$ cat src/rtl/alu_pkg.sv
package alu_pkg;

  localparam logic [3:0] OP_ADD  = 4'd0;
  localparam logic [3:0] OP_SUB  = 4'd1;
  localparam logic [3:0] OP_MUL  = 4'd2;
  localparam logic [3:0] OP_NEG  = 4'd3;
  localparam logic [3:0] OP_SHL  = 4'd4;
  localparam logic [3:0] OP_SHRA = 4'd5;
  localparam logic [3:0] OP_SHRL = 4'd6;
  localparam logic [3:0] OP_AND  = 4'd7;
  localparam logic [3:0] OP_OR   = 4'd8;
  localparam logic [3:0] OP_XOR  = 4'd9;

  typedef enum logic [2:0] {
    RES_ADDER,
    RES_PRODUCT,
    RES_SHIFT,
    RES_AND,
    RES_OR,
    RES_XOR,
    RES_ZERO
  } resSel_t;

  // Strobes from control to datapath
  typedef struct packed {
    logic    loadMul;
    logic    stepMul;
    logic    finishMul;
    logic    addSub;
    logic    negSel;
    logic    shLeft;
    logic    shArith;
    resSel_t resSel;
  } ctrlStrobes_t;

endpackage

$ cat src/rtl/ripple_add_sub.sv
module ripple_add_sub #(
  parameter int N = 16
) (
  input  logic [N-1:0] a,
  input  logic [N-1:0] b,
  input  logic         sub,
  output logic [N-1:0] sum
);
  logic [N:0]   carry;
  logic [N-1:0] bx;

  assign carry[0] = sub;
  assign bx       = b ^ {N{sub}};

  for (genvar i = 0; i < N; i++) begin : g_fa
    assign sum[i]     = a[i] ^ bx[i] ^ carry[i];
    assign carry[i+1] = (a[i] & bx[i]) | (carry[i] & (a[i] ^ bx[i]));
  end

  logic unusedCarry;
  assign unusedCarry = carry[N];
endmodule

$ cat src/rtl/barrel_shifter.sv
module barrel_shifter #(
  parameter int WIDTH = 16,
  localparam int SHW = $clog2(WIDTH)
) (
  input  logic [WIDTH-1:0] din,
  input  logic [SHW-1:0]   amt,
  input  logic             shLeft,
  input  logic             shArith,
  output logic [WIDTH-1:0] dout
);
  logic [WIDTH-1:0] lvlL [SHW+1];
  logic [WIDTH-1:0] lvlR [SHW+1];
  logic             fillBit;

  assign fillBit = shArith & din[WIDTH-1];
  assign lvlL[0] = din;
  assign lvlR[0] = din;

  for (genvar s = 0; s < SHW; s++) begin : g_stage
    localparam int STEP = 1 << s;
    assign lvlL[s+1] = amt[s] ? {lvlL[s][WIDTH-1-STEP:0], {STEP{1'b0}}} : lvlL[s];
    assign lvlR[s+1] = amt[s] ? {{STEP{fillBit}}, lvlR[s][WIDTH-1:STEP]} : lvlR[s];
  end

  assign dout = shLeft ? lvlL[SHW] : lvlR[SHW];
endmodule

$ cat src/rtl/alu_datapath.sv
module alu_datapath
  import alu_pkg::*;
#(
  parameter int WIDTH = 16,
  localparam int SHW = $clog2(WIDTH)
) (
  input  logic             clk,
  input  logic             rstN,
  input  logic [WIDTH-1:0] opA,
  input  logic [WIDTH-1:0] opB,
  input  ctrlStrobes_t     strobes,
  output logic [WIDTH-1:0] result
);
  // Single-cycle adder path: negate feeds zero minus opA
  logic [WIDTH-1:0] addA, addB, addSum;
  assign addA = strobes.negSel ? '0  : opA;
  assign addB = strobes.negSel ? opA : opB;

  ripple_add_sub #(.N(WIDTH)) u_addsub (
    .a  (addA),
    .b  (addB),
    .sub(strobes.addSub),
    .sum(addSum)
  );

  logic [WIDTH-1:0] shiftOut;
  barrel_shifter #(.WIDTH(WIDTH)) u_shift (
    .din    (opA),
    .amt    (opB[SHW-1:0]),
    .shLeft (strobes.shLeft),
    .shArith(strobes.shArith),
    .dout   (shiftOut)
  );

  // Serial radix-2 Booth multiplier, accumulator one bit wider than data
  logic [WIDTH-1:0] mulM;
  logic [WIDTH:0]   acc;
  logic [WIDTH-1:0] mulQ;
  logic             qm1;
  logic [WIDTH-1:0] productReg;

  logic [WIDTH:0]   mExt, boothB, boothSum, nextAcc;
  logic [WIDTH-1:0] nextQ;
  logic             boothSub;

  assign mExt     = {mulM[WIDTH-1], mulM};
  assign boothSub = mulQ[0];
  assign boothB   = (mulQ[0] ^ qm1) ? mExt : '0;

  ripple_add_sub #(.N(WIDTH+1)) u_booth (
    .a  (acc),
    .b  (boothB),
    .sub(boothSub),
    .sum(boothSum)
  );

  assign nextAcc = {boothSum[WIDTH], boothSum[WIDTH:1]};
  assign nextQ   = {boothSum[0], mulQ[WIDTH-1:1]};

  always_ff @(posedge clk or negedge rstN) begin
    if (!rstN) begin
      mulM       <= '0;
      acc        <= '0;
      mulQ       <= '0;
      qm1        <= 1'b0;
      productReg <= '0;
    end else begin
      if (strobes.loadMul) begin
        mulM <= opA;
        acc  <= '0;
        mulQ <= opB;
        qm1  <= 1'b0;
      end else if (strobes.stepMul) begin
        acc  <= nextAcc;
        mulQ <= nextQ;
        qm1  <= mulQ[0];
      end
      if (strobes.finishMul) begin
        productReg <= nextQ;
      end
    end
  end

  always_comb begin
    unique case (strobes.resSel)
      RES_ADDER:   result = addSum;
      RES_PRODUCT: result = productReg;
      RES_SHIFT:   result = shiftOut;
      RES_AND:     result = opA & opB;
      RES_OR:      result = opA | opB;
      RES_XOR:     result = opA ^ opB;
      default:     result = '0;
    endcase
  end
endmodule

$ cat src/rtl/alu_ctrl.sv
module alu_ctrl
  import alu_pkg::*;
#(
  parameter int WIDTH = 16,
  localparam int CW = $clog2(WIDTH + 1)
) (
  input  logic         clk,
  input  logic         rstN,
  input  logic [3:0]   opSel,
  input  logic         start,
  output ctrlStrobes_t strobes,
  output logic         busy,
  output logic         done
);
  logic [CW-1:0] count;
  logic          launch, lastStep;

  assign launch   = start && (opSel == OP_MUL) && !busy;
  assign lastStep = busy && (count == CW'(1));

  always_comb begin
    strobes           = '0;
    strobes.resSel    = RES_ZERO;
    strobes.loadMul   = launch;
    strobes.stepMul   = busy;
    strobes.finishMul = lastStep;
    unique case (opSel)
      OP_ADD:  strobes.resSel = RES_ADDER;
      OP_SUB:  begin strobes.resSel = RES_ADDER; strobes.addSub = 1'b1; end
      OP_NEG:  begin strobes.resSel = RES_ADDER; strobes.addSub = 1'b1; strobes.negSel = 1'b1; end
      OP_MUL:  strobes.resSel = RES_PRODUCT;
      OP_SHL:  begin strobes.resSel = RES_SHIFT; strobes.shLeft = 1'b1; end
      OP_SHRA: begin strobes.resSel = RES_SHIFT; strobes.shArith = 1'b1; end
      OP_SHRL: strobes.resSel = RES_SHIFT;
      OP_AND:  strobes.resSel = RES_AND;
      OP_OR:   strobes.resSel = RES_OR;
      OP_XOR:  strobes.resSel = RES_XOR;
      default: strobes.resSel = RES_ZERO;
    endcase
  end

  always_ff @(posedge clk or negedge rstN) begin
    if (!rstN) begin
      busy  <= 1'b0;
      done  <= 1'b0;
      count <= '0;
    end else begin
      done <= lastStep;
      if (launch) begin
        busy  <= 1'b1;
        count <= CW'(WIDTH);
      end else if (busy) begin
        count <= count - CW'(1);
        if (lastStep) busy <= 1'b0;
      end
    end
  end
endmodule

$ cat src/rtl/int_alu.sv
module int_alu
  import alu_pkg::*;
#(
  parameter int WIDTH = 16
) (
  input  logic             clk,
  input  logic             rstN,
  input  logic [WIDTH-1:0] opA,
  input  logic [WIDTH-1:0] opB,
  input  logic [3:0]       opSel,
  input  logic             start,
  output logic [WIDTH-1:0] result,
  output logic             busy,
  output logic             done
);
  ctrlStrobes_t strobes;

  alu_ctrl #(.WIDTH(WIDTH)) u_ctrl (
    .clk    (clk),
    .rstN   (rstN),
    .opSel  (opSel),
    .start  (start),
    .strobes(strobes),
    .busy   (busy),
    .done   (done)
  );

  alu_datapath #(.WIDTH(WIDTH)) u_dp (
    .clk    (clk),
    .rstN   (rstN),
    .opA    (opA),
    .opB    (opB),
    .strobes(strobes),
    .result (result)
  );
endmodule

$ cat config.mk
export PLATFORM = sky130hd
export DESIGN_NAME = int_alu
export DESIGN_NICKNAME = d
export VERILOG_FILES = /design/src/rtl/alu_pkg.sv /design/src/rtl/ripple_add_sub.sv /design/src/rtl/barrel_shifter.sv /design/src/rtl/alu_datapath.sv /design/src/rtl/alu_ctrl.sv /design/src/rtl/int_alu.sv
export SDC_FILE = /design/constraint.sdc
export NUM_CORES = 1
export LEC_CHECK = 0
export ABC_CLOCK_PERIOD_IN_PS = 12100
export BUFFER_PORTS_ARGS = -buffer_cell sky130_fd_sc_hd__buf_2
export CORE_MARGIN = 5
export CORE_UTILIZATION = 25
export DETAILED_ROUTE_END_ITERATION = 16
export GPL_TIMING_DRIVEN = 0
export SYNTH_ARGS = -nofsm -noshare
export SYNTH_HDL_FRONTEND = slang
export SYNTH_SLANG_ARGS = --single-unit
$ cat constraint.sdc
create_clock -name clk -period 12.1 [get_ports clk]
set_clock_uncertainty 0.05 [all_clocks]
set_input_delay 2.42 -clock clk [delete_from_list [all_inputs] [get_ports clk]]
set_output_delay 2.42 -clock clk [all_outputs]
set_load 0.02 [all_outputs]
==> results.md, run 1 <==
* RSZ-0062 raised after global routing: no
* TritonCTS Buffers at 9
* Cells after DPL at 1250
* Setup bufs post-CTS at 0
* Final count of hold timing violations at 0
* CTS HTree Levels at 3
* Crit path from: opSel[3]
* Hold Buf Count CTS at 0
* Worst path depth at 27
* WL per Instance at 20.3 um
* Synth-to-layout area growth at 16.2%
* Root Driver: clkbuf_16
* R2r setup slk at 3.94 ns
* Synthesized area at 0.00716 sq mm
* Global-route wire length before repair at 39.3 mm
* Max Fclk at 84.3 MHz
* Crit-path max FO at 10
* Initial antenna violation count at 0
* Hold path cells at 2
* Clock latency on the worst-skew pair at 0.33 ns
* Final std cells w/o fill at 1263
* RR Startpoint: u_dp.qm1
* DRC violations left at 0
* Minimum clock period at 11.86 ns
* Yosys cell types at 75
* Synth Flop Type: dfrtp_1
* Die area at 0.0321 sq mm
* Top delay family on crit path: adder cells
* Final setup TNS at 0 ns
* IO Pins at 57
* Clock-pin slew of the registers on the worst-case setup and hold paths at 0.06 ns
* Setup CP Type: input pin to primary output
* Endpoints failing setup at 0
* Area after DPL at 0.00799 sq mm
* Layout cells sized above 1 at 0.188
* Most frequent cell on the critical path: fa_2
* # diodes at 0
* Ys Warns at 0
* Final period utilization at 0.980
* Via count at 6621
* Sink Count at 72
* Row cnt at 62
* Hold crit path type: flip-flop to flip-flop
* Final GP Congestion at 0.922
* Die Ht at 179 um
* Actual slew at the worst max-slew pin at 0.945 ns
* Crit end category: primary output
* Iter 0 DRT Violations at 825
* FF-to-FF path depth at 21
* Final critical-path setup slack at 0.241 ns
* Vias in the first global route at 6557
* Initial DRT Pass Iterations at 5
* Post-DP HPWL at 19.5 mm
* Drt total wl at 25.7 mm
* Most common cell after layout, fill and taps aside: nand2_1
* Pin count of the biggest net entering global routing at 45
* Max_slew headroom at 0.368
* Worst Path Required at 9.63 ns
* Starting Density at 0.252
* Post-synthesis cell count at 810
* Syn Nets at 915
* Via-per-instance ratio at 5.24
* Crit path to: result[15]
* CP startpoint kind: input pin
* Slowest library cell on the worst path: fa_2
* Highest-count cells in the layout ignoring fill and taps: 148 x nand2_1, 72 x dfrtp_1, 66 x buf_2, 59 x o21ai_0, 57 x mux2i_1
* Fin area at 0.00832 sq mm
* Status: finished, final reports clean
* CTS max path bufs at 2
* Post-route ant nets at 0
* Gr usage total at 0.160
* Port Buffers at 55
* Final hold slack at 0.426 ns
* Power per standard cell area at 150 mW/mm^2
* Final Max Tran Viols at 0
* Pre-CTS setup slack at -0.770 ns
* Register area share after synthesis at 0.252
* Synth async-reset ratio at 1.00
* Buf+Inv Stages, Crit Path at 6
* Max incr delay on CP at 0.40 ns
* Pleak at 0.00371 uW
* Avg Cell Area, Syn at 8.84 sq um
* Max-cap viol count at 0
* Core area at 0.0285 sq mm
* Die Wd at 179 um
* WP data arrival at 9.39 ns
* R2R Path End: u_dp.acc[14]
* GR Overflow Total at 0
* Nets at 980
* Post-synth EDFFs at 0
* Maximum VDD drop at 0.0968 mV
* Synth Register Bits at 72
* CTS tree: built
==> sequential cells by signal, indices dropped and copies added (netlist names) <==
| name | count |
|---|---|
| u_dp.acc | 16 |
| u_dp.mulM | 16 |
| u_dp.mulQ | 16 |
| u_dp.productReg | 16 |
| u_ctrl.count | 5 |
| u_ctrl.busy | 1 |
| u_ctrl.done | 1 |
| u_dp.qm1 | 1 |
==> tightest hold or removal path: stages, from the launching register on <==
cell and delay, ns:
dfrtp_1 0.34, nand2_1 0.05, nand2_1 0.05
==> stage by stage <==
stage / util / power (uW)
finish: 0.292 / 1250
global route: 0.292 / 1360
CTS: 0.292 / 1260
detailed placement: 0.281 / 1000
global placement: 0.280 / 987
floorplan: - / 825
==> what timing repair did <==
item	CTS	global route
endpoints found under the setup margin	3	3
pin swaps	10	7
hold endpoints to repair	0	0
gates resized for setup	17	7
==> per-layer routing <==
layer | part of all wire | track usage | vias to the layer above
li1 | - | - | 2991
met1 | 0.44 | 0.226 | 3259
met2 | 0.45 | 0.244 | 314
met3 | 0.075 | 0.0340 | 57
met4 | 0.034 | 0.0501 | 0
met5 | 0 | 0 | -
==> worst min-delay path by stage <==
stage / startpoint / to / slack (ns)
after floorplan: u_dp.productReg[14] / u_dp.productReg[14] / 0.39
after global placement: u_dp.productReg[0] / u_dp.productReg[0] / 0.42
after detailed placement: u_dp.productReg[5] / u_dp.productReg[5] / 0.42
after CTS: u_dp.productReg[5] / u_dp.productReg[5] / 0.43
after global routing: u_dp.productReg[5] / u_dp.productReg[5] / 0.46
final: u_dp.productReg[5] / u_dp.productReg[5] / 0.43
==> area by class of cell <==
cell class	count	area (sq um)
Buffer	72	374
Multi-Input combinational cell	609	4860
Inverter	55	206
Sequential cell	72	1800
Tap cell	384	480
Fill cell	3069	20200
Clock inverter	3	17.5
Timing Repair Buffer	56	318
Clock buffer	12	256
==> report_power, final <==
part | internal (uW) | switching [uW] | leakage [uW]
clock network | 148 | 101 | 0.000134
registers | 351 | 77.8 | 0.000916
logic | 240 | 329 | 0.00266
total | 739 | 507 | 0.00371
==> Yosys cell counts, types with 5 or more instances <==
master     count  area share
ha_1          36       0.063
and2_1        16       0.014
a31oi_1        5      0.0044
inv_1         55       0.029
a22oi_1       11       0.012
a21oi_1       35       0.024
nor3_1        20       0.014
buf_4          6      0.0063
clkbuf_1      46       0.024
nor2b_1        8      0.0070
mux4_2        26       0.082
nand3_1       11      0.0077
o211ai_1       7      0.0073
buf_2         17       0.012
fa_1          30       0.084
mux2_2         9       0.014
nand2_1      148       0.078
o221ai_1       6      0.0073
o22ai_1        6      0.0052
a2bb2oi_1     10       0.012
mux2i_1       57       0.080
nor2_1        25       0.013
dfrtp_1       72        0.25
o21ai_0       60       0.042
a211oi_1       9      0.0094
==> kinds of logic after synthesis <==
group	after synthesis	share of synthesized area
AOI/OAI and AO/OA	190	0.175
xor gates and xnor gates	6	0.00734
adders and majority gates	66	0.147
buffers and inverters	129	0.0771
DFF	72	0.252
muxes	92	0.176
and+or+nand+nor	255	0.166
No activity file was read; power rests on OpenSTA's default activity.
==> run 2: changes to the inputs <==
- CORE_ASPECT_RATIO: not set -> 0.5
==> results.md, run 2 (same netlist as run 1, synthesis figures left out) <==
* Die Wd at 249 um (+39%)
* R2r setup slk at 3.85 ns (-0.09 ns)
* Power per standard cell area at 151 mW/mm^2 (+0.88%)
* Post-route ant nets at 0 (unchanged)
* Status: finished, final reports clean
* Max_slew headroom at 0.385 (+0.0162)
* Via count at 6740 (+1.8%)
* Sink Count at 72 (unchanged)
* Drt total wl at 25.4 mm (-0.94%)
* Max Fclk at 83.5 MHz (-0.95%)
* Clock latency on the worst-skew pair at 0.34 ns (about the same)
* Top delay family on crit path: adder cells
* TritonCTS Buffers at 9 (unchanged)
* Pin count of the biggest net entering global routing at 73 (+62%)
* CP startpoint kind: input pin
* Setup CP Type: input pin to primary output
* Die area at 0.0323 sq mm (+0.64%)
* DRC violations left at 0 (unchanged)
* Worst Path Required at 9.63 ns (about the same)
* Slowest library cell on the worst path: or3b_4
* Final count of hold timing violations at 0 (unchanged)
* Core area at 0.0280 sq mm (-1.7%)
* WL per Instance at 20.0 um (-1.6%)
* Actual slew at the worst max-slew pin at 0.921 ns (-0.0243 ns)
* Minimum clock period at 11.97 ns (+0.114 ns)
* Gr usage total at 0.157 (-0.00270)
* Die Ht at 130 um (-28%)
* Final period utilization at 0.989 (+0.00942)
* Max-cap viol count at 0 (unchanged)
* RSZ-0062 raised after global routing: no
* Layout cells sized above 1 at 0.206 (+0.0181)
* Hold crit path type: flip-flop to flip-flop
* Clock-pin slew of the registers on the worst-case setup and hold paths at 0.06 ns (about the same)
* CTS tree: built
* CTS max path bufs at 2 (unchanged)
* Starting Density at 0.256 (+0.00443)
* Most Crowded Layer GR: met2
* Met1 global-route usage at 0.202 (-0.0243)
* CTS HTree Levels at 3 (unchanged)
* Synth-to-layout area growth at 18.1%
* Initial DRT Pass Iterations at 5 (unchanged)
* Highest-count cells in the layout ignoring fill and taps: 148 x nand2_1, 72 x dfrtp_1, 66 x buf_2, 59 x o21ai_0, 57 x mux2i_1
* Iter 0 DRT Violations at 695 (-16%)
* Via-per-instance ratio at 5.30 (+1.2%)
* WP data arrival at 9.50 ns (+0.11 ns)
* Nets at 989 (+0.92%)
* Vias in the first global route at 6771 (+3.3%)
* Cells after DPL at 1248 (-0.16%)
* Port Buffers at 55 (unchanged)
* Met2 Usage GRT at 0.273 (+0.0285)
* GR Layer Usage met3 at 0.0223 (-0.0117)
* Crit-path max FO at 11 (+1)
* Filler instances at 2999 (-2.3%)
* GR Overflow Total at 0 (unchanged)
* Global-route wire length before repair at 40.2 mm (+2.3%)
* Final std cells w/o fill at 1271 (+0.63%)
* Endpoints failing setup at 0 (unchanged)
* IO Pins at 57 (unchanged)
* Max incr delay on CP at 0.47 ns (+0.07 ns)
* Fin area at 0.00846 sq mm (+1.6%)
* Root Driver: clkbuf_16
* Most common cell after layout, fill and taps aside: nand2_1
* Pleak at 0.00377 uW (+1.6%)
* Row cnt at 43 (-31%)
* Area after DPL at 0.00799 sq mm (about the same)
* Post-DP HPWL at 19.7 mm (+0.93%)
* Buf+Inv Stages, Crit Path at 4 (-2)
* Initial antenna violation count at 2 (+2)
* Most frequent cell on the critical path: fa_2
* # diodes at 0 (unchanged)
* Final GP Congestion at 0.952 (+3.2%)
* Maximum VDD drop at 0.0866 mV (-11%)
* Final Max Tran Viols at 0 (unchanged)
* Crit end category: primary output
run 2: final timing paths:
check,to,start,cells after the start
min in group asynchronous,u_dp.acc[1],rstN,2
max reg2reg,u_dp.acc[14],u_dp.qm1,21
max in group asynchronous,u_dp.productReg[13],rstN,2
max,result[15],opSel[3],25
min reg2reg,u_dp.productReg[2],u_dp.productReg[2],2
min,u_dp.productReg[2],u_dp.productReg[2],2
run 2: repair_timing:
| action | CTS | global route |
|---|---|---|
| setup buffers | 2 | 10 |
| setup endpoints to repair | 3 | 2 |
| resized for setup | 21 | 25 |
| hold buffers | 0 | 0 |
| pin swaps | 11 | 19 |
run 2: routing by layer:
metal	up-vias	routed length [um]
li1	3013	-
met1	3333	10500
met2	317	12300
met3	73	1750
met4	4	885
met5	-	14
run 2: power by group:
part	total, uW	internal [uW]	switching (uW)
clock	272	165	106
sequential	426	351	74.7
combinational	581	245	336
total	1280	762	517
run 2: metrics by stage:
| stage | hold slack, ns | TNS [ns] | utilization | setup WS (ns) | power (uW) |
|---|---|---|---|---|---|
| 6_report | 0.444 | 0 | 0.302 | 0.127 | 1280 |
| 5_1_grt | 0.475 | 0 | 0.302 | 0.0106 | 1390 |
| 3_5_place_dp | 0.422 | -2.60 | 0.285 | -1.11 | 1000 |
| 4_1_cts | 0.442 | 0 | 0.299 | 0.00180 | 1290 |
| 3_3_place_gp | 0.427 | -2.61 | 0.284 | -1.12 | 979 |
| 2_1_floorplan | 0.395 | 0 | - | 0.00158 | 825 |
run 2: final cells by class:
type | instances | area (sq um) | area share
Buffer | 69 | 367 | 0.0434
Clock buffer | 10 | 239 | 0.0283
Multi-Input combinational cell | 609 | 4880 | 0.578
Clock inverter | 6 | 68.8 | 0.00814
Inverter | 55 | 206 | 0.0244
Timing Repair Buffer | 68 | 410 | 0.0485
Tap cell | 382 | 478 | 0.0565
Sequential cell | 72 | 1800 | 0.213
run 2: tightest hold or removal path: cells and delay by family (launching register included):
kind | cells | cell delay, ns
flip-flops | 1 | 0.35
AND/OR/NAND/NOR | 2 | 0.11
==> run 3: changes to the inputs <==
- CELL_PAD_IN_SITES_DETAIL_PLACEMENT: not set -> 0
- CELL_PAD_IN_SITES_GLOBAL_PLACEMENT: not set -> 2
- PLACE_DENSITY_LB_ADDON: not set -> 0.1
==> results.md, run 3 (same netlist as run 1, synthesis figures left out) <==
* Status: finished, final reports clean
* CP startpoint kind: input pin
* Most common cell after layout, fill and taps aside: nand2_1
* R2r setup slk at 3.86 ns (about the same)
* Pin count of the biggest net entering global routing at 52 (-29%)
* Max incr delay on CP at 0.43 ns (-0.04 ns)
* Via-per-instance ratio at 5.14 (-3.1%)
* Nets at 993 (+0.40%)
* Layout cells sized above 1 at 0.208 (+0.00244)
* Post-DP HPWL at 22.4 mm (+14%)
* Hold Buf Count CTS at 0 (unchanged)
* IO Pins at 57 (unchanged)
* Core area at 0.0280 sq mm (unchanged)
* TritonCTS Buffers at 9 (unchanged)
* FF-to-FF path depth at 21 (unchanged)
* Pleak at 0.00381 uW (+0.91%)
* CTS max path bufs at 2 (unchanged)
* Clock latency on the worst-skew pair at 0.33 ns (about the same)
* CTS HTree Levels at 3 (unchanged)
* Layout Utilization at 0.304 (+0.00143)
* Iter 0 DRT Violations at 482 (-31%)
* Initial antenna violation count at 2 (unchanged)
* Filler instances at 3068 (+2.3%)
* Gr usage total at 0.180 (+0.0225)
* Vias in the first global route at 6576 (-2.9%)
* Crit-path max FO at 10 (-1)
* Die Wd at 249 um (unchanged)
* GR Overflow Total at 0 (unchanged)
* Max Fclk at 84.2 MHz (+0.80%)
* Slowest library cell on the worst path: fa_2
* Pre-CTS setup slack at -0.929 ns (+0.186 ns)
* Drt total wl at 29.3 mm (+15%)
* Port Buffers at 55 (unchanged)
* Power per standard cell area at 152 mW/mm^2 (+0.29%)
* WL per Instance at 23.0 um (+15%)
* RSZ-0062 raised after global routing: no
* Crit end category: primary output
* Top delay family on crit path: adder cells
* Setup CP Type: input pin to primary output
* Most frequent cell on the critical path: fa_2
* R2R Path End: u_dp.acc[14]
* Synth-to-layout area growth at 18.6%
* CTS tree: built
* Highest-count cells in the layout ignoring fill and taps: 148 x nand2_1, 72 x dfrtp_1, 67 x buf_2, 59 x o21ai_0, 57 x mux2i_1
* DRC violations left at 0 (unchanged)
* Final count of hold timing violations at 0 (unchanged)
* Global-route wire length before repair at 43.9 mm (+9.4%)
* Max_slew headroom at 0.321 (-0.0641)
* Die area at 0.0323 sq mm (unchanged)
* Final GP Congestion at 0.888 (-6.6%)
* Minimum clock period at 11.88 ns (-0.0953 ns)
* RR Startpoint: u_dp.qm1
* Max-cap viol count at 0 (unchanged)
* Endpoints failing setup at 0 (unchanged)
* Root Driver: clkbuf_16
* Initial DRT Pass Iterations at 7 (+2)
* Sink Count at 72 (unchanged)
* # diodes at 0 (unchanged)
* Row cnt at 43 (unchanged)
* Actual slew at the worst max-slew pin at 1.01 ns (+0.0858 ns)
* Hold path cells at 2 (unchanged)
* WP data arrival at 9.41 ns (-0.09 ns)
* Worst Hold Launch: u_dp.productReg[12]
* Final period utilization at 0.982 (-0.00788)
* Die Ht at 130 um (unchanged)
* Clock-pin slew of the registers on the worst-case setup and hold paths at 0.06 ns (about the same)
* Final Max Tran Viols at 0 (unchanged)
* Post-route ant nets at 0 (unchanged)
* Via count at 6551 (-2.8%)
* Buf+Inv Stages, Crit Path at 7 (+3)
* Final critical-path setup slack at 0.223 ns (+0.0953 ns)
* Worst Path Required at 9.63 ns (about the same)
* Hold crit path type: flip-flop to flip-flop
* Starting Density at 0.256 (unchanged)
* Maximum VDD drop at 0.0669 mV (-23%)
* Hold EP: u_dp.productReg[12]
run 3: worst max path at each step:
stage	startpoint	end	slack, ns	cells past startpoint
finish	opSel[0]	result[14]	0.22	27
global route	opSel[0]	result[14]	0.01	27
CTS	opSel[3]	result[14]	0.03	27
floorplan	opSel[2]	result[15]	0.002	25
global placement	opB[1]	result[15]	-0.95	27
detailed placement	opB[1]	result[15]	-0.93	27
run 3: final cells by class:
cell class	instances	area (sq um)	share of cell area
clock buffers	11	243	0.0286
plain buffers	71	400	0.0471
flip-flops and latches	72	1800	0.212
repair buffers	70	417	0.0490
inverters	55	206	0.0243
multi-input cells	609	4890	0.576
clock inverters	5	56.3	0.00663
well taps	382	478	0.0563
run 3: stage by stage:
| stage | hold slack (ns) | TNS (ns) | total power, uW | instances | cell area, sq um |
|---|---|---|---|---|---|
| after global routing | 0.471 | 0 | 1410 | 1275 | 8500 |
| after floorplan | 0.395 | 0 | 825 | 810 | 7200 |
| after detailed placement | 0.418 | -2.83 | 1020 | 1248 | 7990 |
| after global placement | 0.419 | -2.77 | 1010 | 1247 | 7960 |
| final | 0.441 | 0 | 1290 | 1275 | 8500 |
| after CTS | 0.443 | 0 | 1300 | 1263 | 8340 |
run 3: metal layers:
metal / share of wire / GRT usage / vias up
met5: 0.00044 / 0 / -
met4: 0.017 / 0.0390 / 2
met3: 0.035 / 0.0181 / 39
met2: 0.45 / 0.287 / 151
met1: 0.50 / 0.265 / 3341
li1: - / - / 3018
run 3: timing repair:
action                                  4_1_cts  5_1_grt
endpoints found under the setup margin        5        3
cloned                                        0        0
pin swaps                                     8       15
setup buffers                                 0       14
resized for setup                            19       22
run 3: tightest hold or removal path, cell delays in order, from the launching register on:
cell,delay (ns)
dfrtp_1,0.35
nand2_1,0.05
nand2_1,0.06
run 3: power breakdown:
group	switching, uW	internal [uW]
Combinational	345	245
Sequential	79.8	351
Clock	104	165
